## config.mk

```make
export PLATFORM = sky130hd
export DESIGN_NAME = svc_status_unit
export DESIGN_NICKNAME = d
export VERILOG_FILES = /design/src/rtl/svc_pkg.sv /design/src/rtl/svc_level_track.sv /design/src/rtl/svc_word_count.sv /design/src/rtl/svc_err_latch.sv /design/src/rtl/svc_status_unit.sv
export SDC_FILE = /design/constraint.sdc
export NUM_CORES = 1
export LEC_CHECK = 0
export BUFFER_PORTS_ARGS = -buffer_cell sky130_fd_sc_hd__buf_2
export CAP_MARGIN = 20
export CORE_MARGIN = 2
export CORE_UTILIZATION = 55
export DETAILED_ROUTE_END_ITERATION = 7
export PLACE_DENSITY = 0.74
export SLEW_MARGIN = 20
export SYNTH_ARGS = -nofsm -noshare
export SYNTH_HDL_FRONTEND = slang
export SYNTH_HIERARCHICAL = 1
export SYNTH_SLANG_ARGS = --single-unit
export TNS_END_PERCENT = 5
```

## constraint.sdc

```tcl
create_clock -name clk -period 2.91 [get_ports clk]
set_clock_uncertainty 0.15 [all_clocks]
set_input_delay 0.1455 -clock clk [delete_from_list [all_inputs] [get_ports clk]]
set_output_delay 0.1455 -clock clk [all_outputs]
set_load 0.05 [all_outputs]
```

## src/rtl/svc_pkg.sv

```systemverilog
package svc_pkg;
  localparam int ADDR_W = 3;
  localparam int REG_W  = 16;

  localparam logic [ADDR_W-1:0] A_STAT   = 3'd0;
  localparam logic [ADDR_W-1:0] A_MASK   = 3'd1;
  localparam logic [ADDR_W-1:0] A_FERR   = 3'd2;
  localparam logic [ADDR_W-1:0] A_FEN    = 3'd3;
  localparam logic [ADDR_W-1:0] A_CERR   = 3'd4;
  localparam logic [ADDR_W-1:0] A_CEN    = 3'd5;
  localparam logic [ADDR_W-1:0] A_INLIM  = 3'd6;
  localparam logic [ADDR_W-1:0] A_OUTLIM = 3'd7;

  localparam int B_IN_BREQ  = 13;
  localparam int B_OUT_BREQ = 12;
  localparam int B_IN_DONE  = 11;
  localparam int B_OUT_DONE = 10;
  localparam int B_IN_SVC   = 9;
  localparam int B_OUT_SVC  = 8;
  localparam int B_IN_FULL  = 7;
  localparam int B_OUT_FULL = 6;
  localparam int B_IN_NE    = 5;
  localparam int B_OUT_NE   = 4;

  localparam int FERR_LSB = 2;
  localparam int FERR_N   = 4;
  localparam int CERR_N   = 2;
endpackage

```

## src/rtl/svc_level_track.sv

```systemverilog
module svc_level_track #(
  parameter int DEPTH = 8,
  localparam int LW = $clog2(DEPTH + 1)
) (
  input  logic          clk,
  input  logic          rst,
  input  logic          push,
  input  logic          pop,
  output logic [LW-1:0] level,
  output logic          full,
  output logic          empty,
  output logic          push_err,
  output logic          pop_err
);
  logic push_ok, pop_ok;

  assign full     = (level == LW'(DEPTH));
  assign empty    = (level == '0);
  assign push_ok  = push & ~full;
  assign pop_ok   = pop & ~empty;
  assign push_err = push & full;
  assign pop_err  = pop & empty;

  always_ff @(posedge clk) begin
    if (rst) level <= '0;
    else if (push_ok & ~pop_ok) level <= level + LW'(1);
    else if (pop_ok & ~push_ok) level <= level - LW'(1);
  end


  level_cap_chk: assert property (@(posedge clk) disable iff (rst)
    level <= LW'(DEPTH));


  full_hold_chk: assert property (@(posedge clk) disable iff (rst)
    (push && full && !pop) |=> $stable(level));
endmodule

```

## src/rtl/svc_word_count.sv

```systemverilog
module svc_word_count #(
  parameter int CW = 16
) (
  input  logic          clk,
  input  logic          rst,
  input  logic          restart,
  input  logic          step,
  input  logic [CW-1:0] limit,
  output logic          hit,
  output logic          reached
);
  logic [CW-1:0] cnt;
  logic          armed;

  assign armed   = (limit != '0);
  assign reached = armed & (cnt == limit);
  assign hit     = step & armed & ~reached & ((cnt + CW'(1)) == limit);

  always_ff @(posedge clk) begin
    if (rst || restart) cnt <= '0;
    else if (step && armed && !reached) cnt <= cnt + CW'(1);
  end


  cnt_bound_chk: assert property (@(posedge clk) disable iff (rst)
    (limit != '0) |-> (cnt <= limit));
endmodule

```

## src/rtl/svc_err_latch.sv

```systemverilog
module svc_err_latch #(
  parameter int W = 4
) (
  input  logic         clk,
  input  logic         rst,
  input  logic [W-1:0] evt,
  input  logic [W-1:0] en,
  input  logic         clr_wr,
  input  logic [W-1:0] clr_bits,
  output logic [W-1:0] flags
);
  logic [W-1:0] clr_v;

  assign clr_v = clr_wr ? clr_bits : '0;

  for (genvar i = 0; i < W; i++) begin : g_bit
    always_ff @(posedge clk) begin
      if (rst) flags[i] <= 1'b0;
      else     flags[i] <= (flags[i] & ~clr_v[i]) | (evt[i] & en[i]);
    end
  end


  err_set_chk: assert property (@(posedge clk) disable iff (rst)
    (|(evt & en)) |=> ((flags & $past(evt & en)) == $past(evt & en)));
endmodule

```

## src/rtl/svc_status_unit.sv

```systemverilog
module svc_status_unit
  import svc_pkg::*;
#(
  parameter int DEPTH = 8,
  parameter int BLK   = 4,
  parameter int CW    = 16,
  localparam int LW   = $clog2(DEPTH + 1)
) (
  input  logic              clk,
  input  logic              rst,
  input  logic              mode_block,
  input  logic              in_push,
  input  logic              in_pop,
  input  logic              out_push,
  input  logic              out_pop,
  input  logic              sclk_over,
  input  logic              sclk_under,
  input  logic              wr_en,
  input  logic [ADDR_W-1:0] wr_addr,
  input  logic [REG_W-1:0]  wr_data,
  input  logic              rd_en,
  input  logic [ADDR_W-1:0] rd_addr,
  output logic [REG_W-1:0]  rd_data,
  output logic              irq
);
  logic [LW-1:0] in_level, out_level;
  logic in_full, in_empty, in_push_err, in_pop_err;
  logic out_full, out_empty, out_push_err, out_pop_err;

  svc_level_track #(.DEPTH(DEPTH)) u_in_lvl (
    .clk(clk), .rst(rst), .push(in_push), .pop(in_pop),
    .level(in_level), .full(in_full), .empty(in_empty),
    .push_err(in_push_err), .pop_err(in_pop_err));

  svc_level_track #(.DEPTH(DEPTH)) u_out_lvl (
    .clk(clk), .rst(rst), .push(out_push), .pop(out_pop),
    .level(out_level), .full(out_full), .empty(out_empty),
    .push_err(out_push_err), .pop_err(out_pop_err));

  logic in_push_ok, out_push_ok, out_pop_ok;
  assign in_push_ok  = in_push & ~in_full;
  assign out_push_ok = out_push & ~out_full;
  assign out_pop_ok  = out_pop & ~out_empty;

  logic wr_stat, wr_mask, wr_ferr, wr_fen, wr_cerr, wr_cen, wr_inlim, wr_outlim;
  assign wr_stat   = wr_en & (wr_addr == A_STAT);
  assign wr_mask   = wr_en & (wr_addr == A_MASK);
  assign wr_ferr   = wr_en & (wr_addr == A_FERR);
  assign wr_fen    = wr_en & (wr_addr == A_FEN);
  assign wr_cerr   = wr_en & (wr_addr == A_CERR);
  assign wr_cen    = wr_en & (wr_addr == A_CEN);
  assign wr_inlim  = wr_en & (wr_addr == A_INLIM);
  assign wr_outlim = wr_en & (wr_addr == A_OUTLIM);

  logic [CW-1:0] in_lim, out_lim;
  logic [1:0]    svc_mask;
  logic [FERR_N-1:0] ferr_en, ferr;
  logic [CERR_N-1:0] cerr_en, cerr;

  always_ff @(posedge clk) begin
    if (rst) begin
      in_lim   <= '0;
      out_lim  <= '0;
      svc_mask <= '0;
      ferr_en  <= '0;
      cerr_en  <= '0;
    end else begin
      if (wr_inlim)  in_lim   <= wr_data[CW-1:0];
      if (wr_outlim) out_lim  <= wr_data[CW-1:0];
      if (wr_mask)   svc_mask <= {wr_data[B_IN_SVC], wr_data[B_OUT_SVC]};
      if (wr_fen)    ferr_en  <= wr_data[FERR_LSB +: FERR_N];
      if (wr_cen)    cerr_en  <= wr_data[CERR_N-1:0];
    end
  end

  logic in_hit, in_reached, out_hit, out_reached;

  svc_word_count #(.CW(CW)) u_in_cnt (
    .clk(clk), .rst(rst), .restart(wr_inlim), .step(in_push_ok),
    .limit(in_lim), .hit(in_hit), .reached(in_reached));

  svc_word_count #(.CW(CW)) u_out_cnt (
    .clk(clk), .rst(rst), .restart(wr_outlim), .step(out_pop_ok),
    .limit(out_lim), .hit(out_hit), .reached(out_reached));

  logic [FERR_N-1:0] ferr_evt;
  assign ferr_evt = {out_push_err, in_pop_err, out_pop_err, in_push_err};

  svc_err_latch #(.W(FERR_N)) u_ferr (
    .clk(clk), .rst(rst), .evt(ferr_evt), .en(ferr_en),
    .clr_wr(wr_ferr), .clr_bits(wr_data[FERR_LSB +: FERR_N]), .flags(ferr));

  svc_err_latch #(.W(CERR_N)) u_cerr (
    .clk(clk), .rst(rst), .evt({sclk_over, sclk_under}), .en(cerr_en),
    .clr_wr(wr_cerr), .clr_bits(wr_data[CERR_N-1:0]), .flags(cerr));

  logic in_breq, out_breq;
  assign in_breq  = mode_block & (in_level >= LW'(BLK));
  assign out_breq = mode_block & (out_level <= LW'(DEPTH - BLK)) &
                    (out_lim != '0) & ~out_reached;

  logic in_svc_set, out_svc_set;
  assign in_svc_set  = mode_block ? in_breq : in_push_ok;
  assign out_svc_set = mode_block ? out_breq
                     : (out_pop_ok & ~out_push_ok & (out_level == LW'(1)));

  logic in_svc, out_svc, in_done, out_done;
  logic clr_in_svc, clr_out_svc, clr_in_done, clr_out_done;
  assign clr_in_svc   = wr_stat & wr_data[B_IN_SVC];
  assign clr_out_svc  = wr_stat & wr_data[B_OUT_SVC];
  assign clr_in_done  = wr_stat & wr_data[B_IN_DONE];
  assign clr_out_done = wr_stat & wr_data[B_OUT_DONE];

  always_ff @(posedge clk) begin
    if (rst) begin
      in_svc   <= 1'b0;
      out_svc  <= 1'b0;
      in_done  <= 1'b0;
      out_done <= 1'b0;
    end else begin
      in_svc   <= (in_svc & ~clr_in_svc) | in_svc_set;
      out_svc  <= (out_svc & ~clr_out_svc) | out_svc_set;
      in_done  <= (in_done & ~clr_in_done) | in_hit;
      out_done <= (out_done & ~clr_out_done) | out_hit;
    end
  end

  logic [REG_W-1:0] stat_v;
  always_comb begin
    stat_v             = '0;
    stat_v[B_IN_BREQ]  = in_breq;
    stat_v[B_OUT_BREQ] = out_breq;
    stat_v[B_IN_DONE]  = in_done;
    stat_v[B_OUT_DONE] = out_done;
    stat_v[B_IN_SVC]   = in_svc;
    stat_v[B_OUT_SVC]  = out_svc;
    stat_v[B_IN_FULL]  = in_full;
    stat_v[B_OUT_FULL] = out_full;
    stat_v[B_IN_NE]    = ~in_empty;
    stat_v[B_OUT_NE]   = ~out_empty;
  end

  logic [REG_W-1:0] rd_next;
  always_comb begin
    rd_next = '0;
    case (rd_addr)
      A_STAT:   rd_next = stat_v;
      A_MASK:   begin
                  rd_next[B_IN_SVC]  = svc_mask[1];
                  rd_next[B_OUT_SVC] = svc_mask[0];
                end
      A_FERR:   rd_next[FERR_LSB +: FERR_N] = ferr;
      A_FEN:    rd_next[FERR_LSB +: FERR_N] = ferr_en;
      A_CERR:   rd_next[CERR_N-1:0] = cerr;
      A_CEN:    rd_next[CERR_N-1:0] = cerr_en;
      A_INLIM:  rd_next[CW-1:0] = in_lim;
      A_OUTLIM: rd_next[CW-1:0] = out_lim;
      default:  rd_next = '0;
    endcase
  end

  always_ff @(posedge clk) begin
    if (rst) begin
      rd_data <= '0;
      irq     <= 1'b0;
    end else begin
      if (rd_en) rd_data <= rd_next;
      irq <= (in_svc & ~svc_mask[1]) | (out_svc & ~svc_mask[0]) |
             in_done | out_done | (|ferr) | (|cerr);
    end
  end


  irq_follow_chk: assert property (@(posedge clk) disable iff (rst)
    (in_svc && !svc_mask[1]) |=> irq);


  irq_err_chk: assert property (@(posedge clk) disable iff (rst)
    (|ferr || |cerr) |=> irq);


  blk_resvc_chk: assert property (@(posedge clk) disable iff (rst)
    (mode_block && in_level >= LW'(BLK)) |=> in_svc);


  masked_quiet_chk: assert property (@(posedge clk) disable iff (rst)
    ((&svc_mask) && !in_done && !out_done && !(|ferr) && !(|cerr)) |=> !irq);
endmodule

```

==> impl_results.md <==
* Met3 usage at 5.72%
* Synthesized Nets at 824
* DR iter-0 viols at ~700
* Critical Path, Cell by Cell: nor3_2 -> and2_1 -> nor2b_1 -> ha_1 -> inv_1 -> ha_1 -> a21oi_1 -> a211oi_2 -> a31oi_1 -> mux2_1
* Ys Warns at 6
* RSZ-0062 raised after global routing: no
* Max-cap violations at 0
* Worst r2r src: u_out_lvl/level[0]
* Routability cong. at 0.913
* Cell Area, Placed at 6910 µm²
* Setup TNS at 0 ns
* Min Tclk post-route at between 2 and 3 ns
* Worst Path Required at 3.00 ns
* Crit path launch type: register
* CP bufs+invs at 1
* Power Density at 548 nW/µm²
* Clock-pin slew of the registers on the worst-case setup and hold paths at about 0.070 ns
* Worst rel slew slack at 55.8%
* CP arrival at between 2 and 3 ns
* ANT nets after route at 0
* Via count at about 6,000
* Boundary pin count at 50
* Slowest-stage cell, CP: dfxtp_1
* Crit path launch: u_out_lvl/level[0]
* GR Layer Usage met2 at a little under half
* Busiest grt layer: met2
* Htree depth at 3
* Syn Inst Count at around 780
* Final net count at roughly 870
* Root Buffer: clkbuf_16
* Clk buf depth at 2
* Min-delay src: in_pop
* Critical path type: reg2reg
* Highest Clock Rate at 0.370 GHz
* Crit-path max cell delay at 0.50 ns
* CTS tree: done
* Final Core Density at 62.1%
* Number of global-route vias before repair at around 5,800
* Port Buffers at 49
* Global-route met1 utilization at 35.6%
* DP HPWL at 12,800 µm
* WL final at 17,600 µm
* Core Box Area at 12,000 µm²
* Leak at 0.00264 µW
* Pwr Total at 4070 µW
* Die X at 114 µm
* Clk_lat worst skew at 0.36 ns
* Starting Density at 56.1%
* Hold/Removal Path Class: in2reg
* First-pass GRT wire length at 28,500 µm
* All-Layer GR Usage at 27.5%
* Critical path peak fanout at 7
* DP Worst Slack at 0.215 ns
* Clk sink count at ~110
* Syn_area_per_cell at 8.59 µm²
* Status: complete, no violations
* Most frequent CP cell: ha_1
* Max IR drop VDD at 0.000650 V
* Via density at 6.10
* Number of inserted diodes at 0
* Drc violations at 0
* Top Family by Delay on Critical Path: compound AO/OA/AOI/OAI gates
* Period Utilization, post-route at 92.9%
* Slew Limit Fails at 0
* Die height at 114 µm
* Largest net degree at the start of global routing at 31
* CTS Buf Count at 9
* Mapped cell area at 6710 µm²
* Die Area at 13,100 µm²
* Final setup vio count at 0
* Antenna violations before repair at 0
* Worst-Margin Slew at 0.662 ns
* Area grow syn2layout at 10.7%
* Congestion Overflow GR at 0
* Post-CTS setup buffers at 0
* Std-Cell Rows at 40
* Layout cell share with drive strength beyond 1 at 16.2%
* Crit. End Element: register
* Fin worst setup slack at 0.206 ns
* Final hold violations at 0
* Pre-antenna DRT Iters at 5
* Wire per inst at 17.9 µm
* Cell area after layout at approximately 7400 µm²
-- what timing repair did --
item | in CTS | in global routing
setup endpoints to repair | 0 | 1
resized for setup | 0 | 1
hold endpoints to repair | 45 | 0
hold buffers | 21 | 0
-- worst paths after layout --
check | to | slack, ns | cells past startpoint
max | u_out_lvl/level[3] | 0.21 | 10
min | u_ferr/flags[2] | 0.04 | 4
max reg2reg | u_out_lvl/level[3] | 0.21 | 10
min reg2reg | rd_data[3] | 0.32 | 2
-- metrics by stage --
stage                     instances  hold WS [ns]
after floorplan                 781        0.0579
after global placement          941         0.252
after detailed placement        941         0.266
after CTS                       978        0.0279
after global routing            978        0.0367
final                           978        0.0389
-- report_power, final --
group          internal [µW]  leakage [µW]  switching, µW  total (µW)
clock network            691      0.000153            567        1260
logic                    477       0.00162            644        1120
registers               1560      0.000867            138        1690
-- registers in the layout, summed over array words and instances, names as in the netlist, 2 cells and up --
name / flops
in_lim: 16
out_lim: 16
rd_data: 16
u_in_cnt/cnt: 16
u_out_cnt/cnt: 16
ferr_en: 4
u_ferr/flags: 4
u_in_lvl/level: 4
u_out_lvl/level: 4
cerr_en: 2
svc_mask: 2
u_cerr/flags: 2
-- worst min-delay path: stages --
cell	delay [ns]
buf_2	0.11
and2_1	0.13
nand2_1	0.06
a21oi_1	0.05
-- layer usage --
metal / vias to the layer above / share of wire (%)
li1: 2872 / -
met1: 2845 / 43
met2: 200 / 48
met3: 45 / 5.8
met4: 0 / 3.2
met5: - / 0
-- layout make-up --
class / count / area (µm²)
multi-input combinational: 606 / 4150
tap: 147 / 184
fill: 1018 / 4530
sequential: 107 / 2140
inverter: 13 / 53.8
clock inverter: 6 / 62.6
timing repair buffer: 89 / 598
clock buffer: 10 / 239
-- placed cells by master, fill, tap and decap left out, drive strengths merged, types with 10 or more instances in the layout --
cell and n:
dfxtp 107, nand2 102, nor2 86, xnor2 68
buf 68, a21oi 63, mux2i 25, nor4 24
nand3 23, nand4 23, a211oi 22, dlygate4sd3 21
o21ai 14, nand2b 13, inv 13, nor2b 12
xor2 10, clkbuf 10, a21bo 10, a2111oi 10
Power figures use the tool's default switching activity.
